**config.mk**
```make
export PLATFORM = sky130hd
export DESIGN_NAME = evt_readout_seq
export DESIGN_NICKNAME = d
export VERILOG_FILES = /design/src/rtl/evt_seq_pkg.sv /design/src/rtl/evt_pend_queue.sv /design/src/rtl/evt_admit.sv /design/src/rtl/evt_emit_fsm.sv /design/src/rtl/evt_readout_seq.sv
export SDC_FILE = /design/constraint.sdc
export NUM_CORES = 1
export LEC_CHECK = 0
export ABC_CLOCK_PERIOD_IN_PS = 4000
export CORE_ASPECT_RATIO = 1.2
export CORE_MARGIN = 5
export CORE_UTILIZATION = 58
export DETAILED_ROUTE_END_ITERATION = 8
export DONT_BUFFER_PORTS = 1
export PLACE_DENSITY = 0.76
export SYNTH_ARGS = -nofsm -noshare
export SYNTH_HDL_FRONTEND = slang
export SYNTH_HIERARCHICAL = 1
export SYNTH_SLANG_ARGS = --single-unit
```
**constraint.sdc**
```tcl
create_clock -name clk -period 4 [get_ports clk]
set_input_delay 0 -clock clk [delete_from_list [all_inputs] [get_ports clk]]
set_output_delay 0 -clock clk [all_outputs]
set_load 0.02 [all_outputs]
```
**src/rtl/evt_seq_pkg.sv**
```systemverilog
package evt_seq_pkg;
  localparam int HDR_FIELD_W     = 12;
  localparam int EVN_W           = 2 * HDR_FIELD_W;
  localparam int WORD_W          = 16;
  localparam logic [3:0] HDR_TAG = 4'hF;
  localparam int HDR_WORDS       = 4;
  localparam int FRONT_MAX_WORDS = 32;
  localparam int PROC_MAX_WORDS  = 16;
  localparam int MAX_XING        = 7;
  localparam int XING_WORDS      = FRONT_MAX_WORDS + PROC_MAX_WORDS;
  localparam int EVT_MAX_WORDS   = HDR_WORDS + MAX_XING * XING_WORDS;
  localparam int EVT_SIZE_W      = $clog2(EVT_MAX_WORDS + 1);

  typedef struct packed {
    logic [1:0] lut_sel;
    logic       barrel_en;
    logic       zsup_en;
    logic [4:0] front_mask;
    logic [2:0] nbx;
  } evt_cfg_t;

  typedef struct packed {
    evt_cfg_t                cfg;
    logic [HDR_FIELD_W-1:0]  bx;
    logic [EVN_W-1:0]        num;
  } evt_rec_t;

  typedef enum logic [1:0] {
    ST_IDLE,
    ST_HDR,
    ST_FRONT,
    ST_PROC
  } seq_st_t;

  // worst-case word count of one event with nbx crossings
  function automatic logic [EVT_SIZE_W-1:0] evt_worst_words(input logic [2:0] nbx);
    evt_worst_words = EVT_SIZE_W'(HDR_WORDS) +
                      EVT_SIZE_W'(nbx) * EVT_SIZE_W'(XING_WORDS);
  endfunction
endpackage

```
**src/rtl/evt_pend_queue.sv**
```systemverilog
module evt_pend_queue
  import evt_seq_pkg::*;
#(
  parameter  int DEPTH = 4,
  localparam int PTR_W = (DEPTH > 1) ? $clog2(DEPTH) : 1,
  localparam int CNT_W = $clog2(DEPTH + 1)
) (
  input  logic             clk,
  input  logic             rst_n,
  input  logic             push,
  input  evt_rec_t         push_rec,
  input  logic             pop,
  output evt_rec_t         head_rec,
  output logic [CNT_W-1:0] count,
  output logic             full,
  output logic             empty
);
  evt_rec_t         slot_q [DEPTH];
  logic [PTR_W-1:0] wr_ptr_q, rd_ptr_q;
  logic [CNT_W-1:0] cnt_q;
  logic             do_push, do_pop;

  function automatic logic [PTR_W-1:0] ptr_next(input logic [PTR_W-1:0] p);
    ptr_next = (p == PTR_W'(DEPTH - 1)) ? '0 : p + PTR_W'(1);
  endfunction

  assign full    = (cnt_q == CNT_W'(DEPTH));
  assign empty   = (cnt_q == '0);
  assign do_push = push && !full;
  assign do_pop  = pop && !empty;
  assign count   = cnt_q;
  assign head_rec = slot_q[rd_ptr_q];

  always_ff @(posedge clk) begin
    for (int i = 0; i < DEPTH; i++) begin
      if (do_push && (wr_ptr_q == PTR_W'(i))) slot_q[i] <= push_rec;
    end
  end

  always_ff @(posedge clk) begin
    if (!rst_n) begin
      wr_ptr_q <= '0;
      rd_ptr_q <= '0;
      cnt_q    <= '0;
    end else begin
      if (do_push) wr_ptr_q <= ptr_next(wr_ptr_q);
      if (do_pop)  rd_ptr_q <= ptr_next(rd_ptr_q);
      case ({do_push, do_pop})
        2'b10:   cnt_q <= cnt_q + CNT_W'(1);
        2'b01:   cnt_q <= cnt_q - CNT_W'(1);
        default: cnt_q <= cnt_q;
      endcase
    end
  end
endmodule

```
**src/rtl/evt_admit.sv**
```systemverilog
module evt_admit
  import evt_seq_pkg::*;
#(
  parameter int FREE_W = 12,
  parameter int DEPTH  = 4
) (
  input  logic                   clk,
  input  logic                   rst_n,
  input  logic                   l1a,
  input  logic [HDR_FIELD_W-1:0] bx_cnt,
  input  evt_cfg_t               cfg_in,
  input  logic [FREE_W-1:0]      fifo_free,
  input  logic                   q_full,
  input  logic                   retire,
  input  logic [2:0]             retire_nbx,
  output logic                   push,
  output evt_rec_t               push_rec
);
  localparam int RSV_W = $clog2(DEPTH * EVT_MAX_WORDS + 1);
  localparam int CMP_W = ((FREE_W > RSV_W) ? FREE_W : RSV_W) + 1;

  logic [EVN_W-1:0]      evn_q;
  logic [RSV_W-1:0]      rsv_q;
  logic [EVT_SIZE_W-1:0] need_words, drop_words;
  logic [CMP_W-1:0]      want_words;
  logic                  fits;

  assign need_words = evt_worst_words(cfg_in.nbx);
  assign drop_words = evt_worst_words(retire_nbx);
  assign want_words = CMP_W'(rsv_q) + CMP_W'(need_words);
  assign fits       = CMP_W'(fifo_free) >= want_words;
  assign push       = l1a && fits && !q_full;

  always_comb begin
    push_rec.cfg = cfg_in;
    push_rec.bx  = bx_cnt;
    push_rec.num = evn_q;
  end

  always_ff @(posedge clk) begin
    if (!rst_n) begin
      evn_q <= '0;
      rsv_q <= '0;
    end else begin
      if (l1a) evn_q <= evn_q + EVN_W'(1);
      rsv_q <= rsv_q
             + (push   ? RSV_W'(need_words) : RSV_W'(0))
             - (retire ? RSV_W'(drop_words) : RSV_W'(0));
    end
  end
endmodule

```
**src/rtl/evt_emit_fsm.sv**
```systemverilog
module evt_emit_fsm
  import evt_seq_pkg::*;
(
  input  logic                   clk,
  input  logic                   rst_n,
  input  logic                   head_valid,
  input  evt_rec_t               head_rec,
  output logic                   out_valid,
  output logic [WORD_W-1:0]      out_data,
  input  logic                   out_ready,
  output logic                   fr_req,
  output logic [HDR_FIELD_W-1:0] fr_bx,
  input  logic                   fr_gnt,
  output logic                   sp_req,
  output logic [HDR_FIELD_W-1:0] sp_bx,
  input  logic                   sp_gnt,
  output logic                   retire
);
  seq_st_t                st_q, st_d;
  logic [1:0]             hidx_q, hidx_d;
  logic [2:0]             xidx_q, xidx_d;
  logic [HDR_FIELD_W-1:0] hdr_field, xing_bx;
  logic                   last_xing;

  always_comb begin
    case (hidx_q)
      2'd0:    hdr_field = head_rec.cfg;
      2'd1:    hdr_field = head_rec.bx;
      2'd2:    hdr_field = head_rec.num[HDR_FIELD_W-1:0];
      default: hdr_field = head_rec.num[EVN_W-1:HDR_FIELD_W];
    endcase
  end

  assign out_data  = {HDR_TAG, hdr_field};
  assign out_valid = (st_q == ST_HDR);
  assign xing_bx   = head_rec.bx + HDR_FIELD_W'(xidx_q);
  assign fr_req    = (st_q == ST_FRONT);
  assign sp_req    = (st_q == ST_PROC);
  assign fr_bx     = xing_bx;
  assign sp_bx     = xing_bx;
  assign last_xing = (xidx_q == (head_rec.cfg.nbx - 3'd1));

  always_comb begin
    st_d   = st_q;
    hidx_d = hidx_q;
    xidx_d = xidx_q;
    retire = 1'b0;
    case (st_q)
      ST_IDLE: begin
        if (head_valid) begin
          st_d   = ST_HDR;
          hidx_d = 2'd0;
          xidx_d = 3'd0;
        end
      end
      ST_HDR: begin
        if (out_ready) begin
          if (hidx_q == 2'd3) begin
            if (head_rec.cfg.nbx == 3'd0) begin
              retire = 1'b1;
              st_d   = ST_IDLE;
            end else begin
              st_d = ST_FRONT;
            end
          end else begin
            hidx_d = hidx_q + 2'd1;
          end
        end
      end
      ST_FRONT: begin
        if (fr_gnt) st_d = ST_PROC;
      end
      ST_PROC: begin
        if (sp_gnt) begin
          if (last_xing) begin
            retire = 1'b1;
            st_d   = ST_IDLE;
          end else begin
            xidx_d = xidx_q + 3'd1;
            st_d   = ST_FRONT;
          end
        end
      end
      default: st_d = ST_IDLE;
    endcase
  end

  always_ff @(posedge clk) begin
    if (!rst_n) begin
      st_q   <= ST_IDLE;
      hidx_q <= 2'd0;
      xidx_q <= 3'd0;
    end else begin
      st_q   <= st_d;
      hidx_q <= hidx_d;
      xidx_q <= xidx_d;
    end
  end
endmodule

```
**src/rtl/evt_readout_seq.sv**
```systemverilog
module evt_readout_seq
  import evt_seq_pkg::*;
#(
  parameter int FREE_W     = 12,
  parameter int PEND_DEPTH = 4
) (
  input  logic                   clk,
  input  logic                   rst_n,
  input  logic                   l1a,
  input  logic [HDR_FIELD_W-1:0] bx_cnt,
  input  logic [4:0]             cfg_front_mask,
  input  logic                   cfg_barrel_en,
  input  logic                   cfg_zsup_en,
  input  logic [1:0]             cfg_lut_sel,
  input  logic [2:0]             cfg_nbx,
  input  logic [FREE_W-1:0]      fifo_free,
  output logic                   out_valid,
  input  logic                   out_ready,
  output logic [WORD_W-1:0]      out_data,
  output logic                   fr_req,
  output logic [HDR_FIELD_W-1:0] fr_bx,
  input  logic                   fr_gnt,
  output logic                   sp_req,
  output logic [HDR_FIELD_W-1:0] sp_bx,
  input  logic                   sp_gnt
);
  localparam int PEND_CNT_W = $clog2(PEND_DEPTH + 1);

  evt_cfg_t              cfg_now;
  evt_rec_t              push_rec, head_rec;
  logic                  push, retire, q_full, q_empty;
  logic [PEND_CNT_W-1:0] pend_cnt;

  always_comb begin
    cfg_now.lut_sel    = cfg_lut_sel;
    cfg_now.barrel_en  = cfg_barrel_en;
    cfg_now.zsup_en    = cfg_zsup_en;
    cfg_now.front_mask = cfg_front_mask;
    cfg_now.nbx        = cfg_nbx;
  end

  evt_admit #(.FREE_W(FREE_W), .DEPTH(PEND_DEPTH)) admit_i (
    .clk        (clk),
    .rst_n      (rst_n),
    .l1a        (l1a),
    .bx_cnt     (bx_cnt),
    .cfg_in     (cfg_now),
    .fifo_free  (fifo_free),
    .q_full     (q_full),
    .retire     (retire),
    .retire_nbx (head_rec.cfg.nbx),
    .push       (push),
    .push_rec   (push_rec)
  );

  evt_pend_queue #(.DEPTH(PEND_DEPTH)) queue_i (
    .clk      (clk),
    .rst_n    (rst_n),
    .push     (push),
    .push_rec (push_rec),
    .pop      (retire),
    .head_rec (head_rec),
    .count    (pend_cnt),
    .full     (q_full),
    .empty    (q_empty)
  );

  evt_emit_fsm emit_i (
    .clk        (clk),
    .rst_n      (rst_n),
    .head_valid (!q_empty),
    .head_rec   (head_rec),
    .out_valid  (out_valid),
    .out_data   (out_data),
    .out_ready  (out_ready),
    .fr_req     (fr_req),
    .fr_bx      (fr_bx),
    .fr_gnt     (fr_gnt),
    .sp_req     (sp_req),
    .sp_bx      (sp_bx),
    .sp_gnt     (sp_gnt),
    .retire     (retire)
  );
endmodule

```
# == Word level (Yosys, flattened, before mapping) ==
# Memories as Yosys holds them, arrays and structs flattened. A register that Yosys moved wholly into a read port is not among the register bits.
# Cells that the tools add are included.
# word_totals
mem_bits_rw,192
memories,1
out_inout_bits,43
ff_bits,49
rom_bits,0
latch_bits,0
elab_cells,118
input_bits,42
# mem_list
memory,words,word_bits,read_ports,rd_ports_with_merged_regs,wr,line,source
queue_i.slot_q,4,48,1,1,1,evt_pend_queue.sv:18,evt_rec_t slot_q [DEPTH];
# classes
n_mul,2
n_addsub,14
reduce_logical,24
n_bitwise,0
muxes,47
n_lt_le_gt_ge,1
n_eq_ne,21
div,0
n_shift,0
# ops
operator,n
$mux 48,3
$reduce_or 48->1,3
$pmux 12 s3,1
$mux 2,17
$add 24x1->24 const B,1
$add 3x9->9 const A,2
$mux 9,2
$eq 2x2->1 const B,8
$mux 1,16
$ge 12x13->1,1
$add 11x9->12,1
$add 12x3->12,1
$pmux 3 s2,2
$add 11x11->11,1
$sub 11x11->11,1
$mul 3x2->5 const B,2
$mux 3,3
$eq 2x1->1 const B,4
$logic_and 1x1->1,8
$ne 2x1->1 const B,4
$pmux 2 s4,1
$reduce_and 4->1,2
$add 2x1->2 const B,3
$add 3x1->3 const B,2
other kinds (11),20

# == Logic depth before layout (Yosys ltp) ==
# logic_depth
word_depth,14
ltp_mapped,23
depth_no_buf,23

# == By module ==
# The synthesis kept the hierarchy.
# by_module_without_submodules
module,area_per_inst_um2,seq_area_each_um2,cells_each,n_inst
evt_pend_queue,7405.9,5945.7,306,1
evt_admit,2711.4,660.6,316,1
evt_emit_fsm,1231.2,140.1,152,1
evt_readout_seq,3.8,0.0,1,1

# == Least setup slack after synthesis ==
# Ideal clock, no wire load.
# synth_path
kind,input to register
startpoint,in cfg_nbx[0]
endpoint,mem queue_i/slot_q[3][0] (netlist bit) (enable)
required_ns,3.590
setup_time_ns,0.410
slack_ns,-0.447
arrival_time_ns,4.037
cell_stages,17
path_buffers,1
path_cell_list,ha_1 fa_1 xor2_1 ha_1 o21a_1 o31a_1 nor2_1 xor2_1 ha_1 nand4_1 a21oi_1 nor2_1 o21ai_1 and2_1 nor2b_1 clkbuf_1 and2_1
# synth_between
elab_chain_len,14
word_cells_on_any_way,28
cone_classes,add/sub: 2; mul: 1; order compare: 1; mux: 14; reduce/logical: 10
# synth_rtl
element,line,source
start: declaration,evt_readout_seq.sv:15,"input logic [2:0] cfg_nbx,"
$mul 3x2->5 *,evt_seq_pkg.sv:38,EVT_SIZE_W'(nbx) * EVT_SIZE_W'(XING_WORDS);
$add 3x9->9 *,evt_seq_pkg.sv:37,evt_worst_words = EVT_SIZE_W'(HDR_WORDS) +
$add 11x9->12 *,evt_admit.sv:30,assign want_words = CMP_W'(rsv_q) + CMP_W'(need_words);
$ge 12x13->1 *,evt_admit.sv:31,assign fits = CMP_W'(fifo_free) >= want_words;
$logic_and 1x1->1 * (2 in a row),evt_admit.sv:32,assign push = l1a && fits && !q_full;
named net push,evt_readout_seq.sv:31,"logic push, retire, q_full, q_empty;"
$logic_and 1x1->1 *,evt_pend_queue.sv:29,assign do_push = push && !full;
$logic_and 1x1->1,evt_pend_queue.sv:36,if (do_push && (wr_ptr_q == PTR_W'(i))) slot_q[i] <= push_rec;
$mux 1,evt_pend_queue.sv:36,
$mux 1 (implied by the code),evt_pend_queue.sv:36,
$reduce_or 48->1 (no line),-,
$mux 2 (no line) or $mux 1 (tied branches) (3 in a row),-,
end: declaration,evt_pend_queue.sv:18,
# The timed path passes the listed nets; every way through them passes the cells marked *.

# == Final worst setup path ==
# layout_path
startpoint,reg admit_i.rsv_q[4]
endpoint,reg admit_i.rsv_q[10]
# layout_between
elab_chain_len,7
# layout_rtl
element,line,source
start: declaration,evt_admit.sv:23,logic [RSV_W-1:0] rsv_q;
start signal: assignment,evt_admit.sv:46,rsv_q <= rsv_q
$add 11x9->12,evt_admit.sv:30,
$ge 12x13->1,evt_admit.sv:31,
$logic_and 1x1->1 (2 in a row),evt_admit.sv:32,
$mux 9,evt_admit.sv:47,+ (push ? RSV_W'(need_words) : RSV_W'(0))
$add 11x11->11 *,evt_admit.sv:47,
$sub 11x11->11 *,evt_admit.sv:48,- (retire ? RSV_W'(drop_words) : RSV_W'(0));
# Mark *: on every way between the ends. The rest lies on a longest branch, timed or not.
# A chain may end at the register's enable or synchronous reset.

==> flow_metrics.tcl <==
set metrics [dict create \
    outcome "finished, violations left" \
    failed_checks "setup timing" \
    antenna_cells 0 \
    dieArea_sq_um 22500 \
    seqPwrFrac_pct 41.9 \
    first_pass_iters 7 \
    power.switching_mw 2.09 \
    placed_cell_area_sq_um 11700 \
    yosysSeqAreaShare_pct 59.4 \
    drv_slew 0 \
    grt_use_total_pct 21.2 \
    drive_above_1_share_pct 22.6 \
    clk_pin_slew_ps 60 \
    final_antenna_net_count 0 \
    ir_drop_mv 0.493 \
    yosys.area.top_type "edfxtp_1" \
    wl_met1_microns 8770 \
    yosys.cell_types.count 62 \
    place_inst 1013 \
    synthTopCellsByArea "edfxtp_1 51%, mux4_2 9.7%, dfxtp_1 8.6%" \
    path_max_fanout 7 \
    fin_area_sq_um 12900 \
    viasPerCell 5.88 \
    finalCritPeriodShare_pct 103 \
    comb_power_share_pct 28.6 \
    pwr-share-clk_pct 29.5 \
    p_leak_nw 4.57 \
    die_w_microns 138 \
    crit_arrival_ps 4470 \
    remaining_drc_errors 0 \
    syn_inst 775 \
    fmax_ghz 0.243 \
    cap_violations 0 \
    skew_ps 10.8 \
    relSlewSlack_pct 21.8 \
    ys.warnings.count 6 \
    min_from "cfg_nbx[0]" \
    core_sq_um 19400 \
    grt_max_degree 49 \
    fin_tns_setup_ps -146 \
    synth_top_cell_area_share_pct 50.8 \
    power-per-cell-area_nw_per_um2 559 \
    required_ps 4350 \
    swShare_pct 28.9 \
    setup_viol 2 \
    synthTopCellsByCount "192 x edfxtp_1, 58 x inv_1, 49 x dfxtp_1, 49 x mux4_2, 47 x ha_1" \
    antenna_found_initial 0 \
    synth-edff-count 192 \
    synthArstFlopShare_pct 0 \
    hp-class "primary input to flop" \
    cts_buffers 25 \
    start_util_pct 58.5 \
    cts_sinks 241 \
    placementRows 56 \
    met3_length_microns 1400 \
    dp_hpwl_microns 14900 \
    grt_pass1_vias 6854 \
    cp-startpoint "admit_i/rsv_q[4]" \
    grt_overflow 0 \
    cts-root-buf "clkbuf_16" \
    wl_met2_microns 12300 \
    crit_type "flop to flop" \
    fin_ws_ps -120 \
    hold_violations 0 \
    critPathCaptureType "flop" \
    whs_ps 177 \
    die_h_microns 163 \
    htreeDepth 1 \
    clkLatencyLatePin_ps 500 \
    num_vias 6425 \
    p_int_mw 5.14 \
    highest_layer "met4" \
    cts_tree "done" \
    synth.most_common_cell "edfxtp_1" \
    synth-seq-cells 241 \
    min_period_ps 4120 \
    wirelength_microns 23400 \
    io_buffers 0 \
    startpoint_type "flop" \
    drt_iter0_markers 607 \
    layout.nets 914 \
    ys.flop_type "edfxtp_1" \
    max_slew.worst_pin.slew_ps 1170 \
    instances_no_fill 1093 \
    wl_per_cell_microns 21.4 \
    ctsLongestPathBuffers 3 \
    syn_to_final_growth_pct 13.9 \
    pin_count 85 \
    place_ws_ps -415 \
    r2r_start "admit_i/rsv_q[4]" \
    rsz0062_at_grt "true" \
    gp_congestion 0.796 \
    netlist_area_sq_um 11400 \
    grt_pass1_wl_microns 36800 \
    syn_area_per_cell_sq_um 14.6 \
]
-- cell families (layout without fill, tap and decap cells) --
family / Yosys count / in the layout / share of synthesized area (%)
flops: 241 / 241 / 59.4
compound gates: 77 / 77 / 4.63
buf+inv: 123 / 177 / 5.85
xor+xnor: 43 / 43 / 3.44
other cells: 1 / 4 / 0.0330
simple gates: 163 / 163 / 8.01
fa+ha+maj: 58 / 58 / 7.12
mux: 69 / 69 / 11.5
-- power by group through the flow --
| stage | logic [mW] | clock network [mW] | registers [mW] |
|---|---|---|---|
| floorplan | 1.35 | 0 | 3.04 |
| global placement | 1.73 | 0 | 3.05 |
| detailed placement | 1.82 | 0 | 3.07 |
| CTS | 1.99 | 2.16 | 3.03 |
| global route | 2.26 | 2.28 | 3.04 |
| finish | 2.07 | 2.13 | 3.03 |
-- worst max-delay path, stage by stage, from the launching register on --
cell      delay (ps)
dfxtp_2          360
ha_4             210
a21oi_2          150
nor2b_2           70
o31a_1           270
buf_6            130
nor4b_4          210
a211oi_2          50
ha_1             330
a21o_1           180
a21oi_2          180
o21ai_4          110
and3_4           200
fa_1             540
ha_4             220
a21oi_4          150
o21bai_1          90
a221oi_2         290
xnor2_1          150
nor2_1            60
-- area by class of cell --
type                       count  area [sq um]
timing repair buffer          74           692
clock inverter                 8          48.8
clock buffer                  37           721
multi-input combinational    414          4170
sequential                   241          6750
tap                          261           327
inverter                      58           218
fill                        1256          6470
-- registers in the layout, indices dropped and copies added (netlist names), 3 cells and up, named ones only --
signal	cells
admit_i/evn_q	24
queue_i/slot_q	192
queue_i/count	3
emit_i/xidx_q	3
admit_i/rsv_q	9
-- metrics by stage --
stage / utilization, % / total power [mW]
floorplan: - / 4.39
global placement: 60.1 / 4.78
detailed placement: 60.1 / 4.89
CTS: 66.3 / 7.18
global route: 66.6 / 7.59
finish: 66.6 / 7.23
-- cells in the final DEF, fill, tap and decap left out, types with 25 or more instances in the layout --
cell           count
mux4_2            49
dfxtp_1           45
buf_4             37
clkbuf_16         25
edfxtp_1         192
nor2_1            37
inv_1             52
nand2_1           34
dlygate4sd3_1     30
ha_1              37
-- worst paths after layout --
kind	to	slack [ps]	cells after the start
min	admit_i/rsv_q[5]	180	6
min reg2reg	queue_i/wr_ptr_q[1]	510	2
max reg2reg	admit_i/rsv_q[10]	-120	19
max	admit_i/rsv_q[10]	-120	19
-- layer usage --
layer,up-vias,global-route usage [%]
met5,-,0
met4,0,8.04
met3,52,2.99
met2,223,38.6
met1,3230,25.4
li1,2920,-
-- what timing repair did --
action | 4_1_cts | 5_1_grt
endpoints found under the setup margin | 5 | 12
hold endpoints to repair | 125 | 0
hold buffers | 30 | 0
buffers inserted | 3 | 2
gates resized for setup | 20 | 14
pin swaps | 19 | 14
Note: power is estimated with default switching activity, not from simulation.
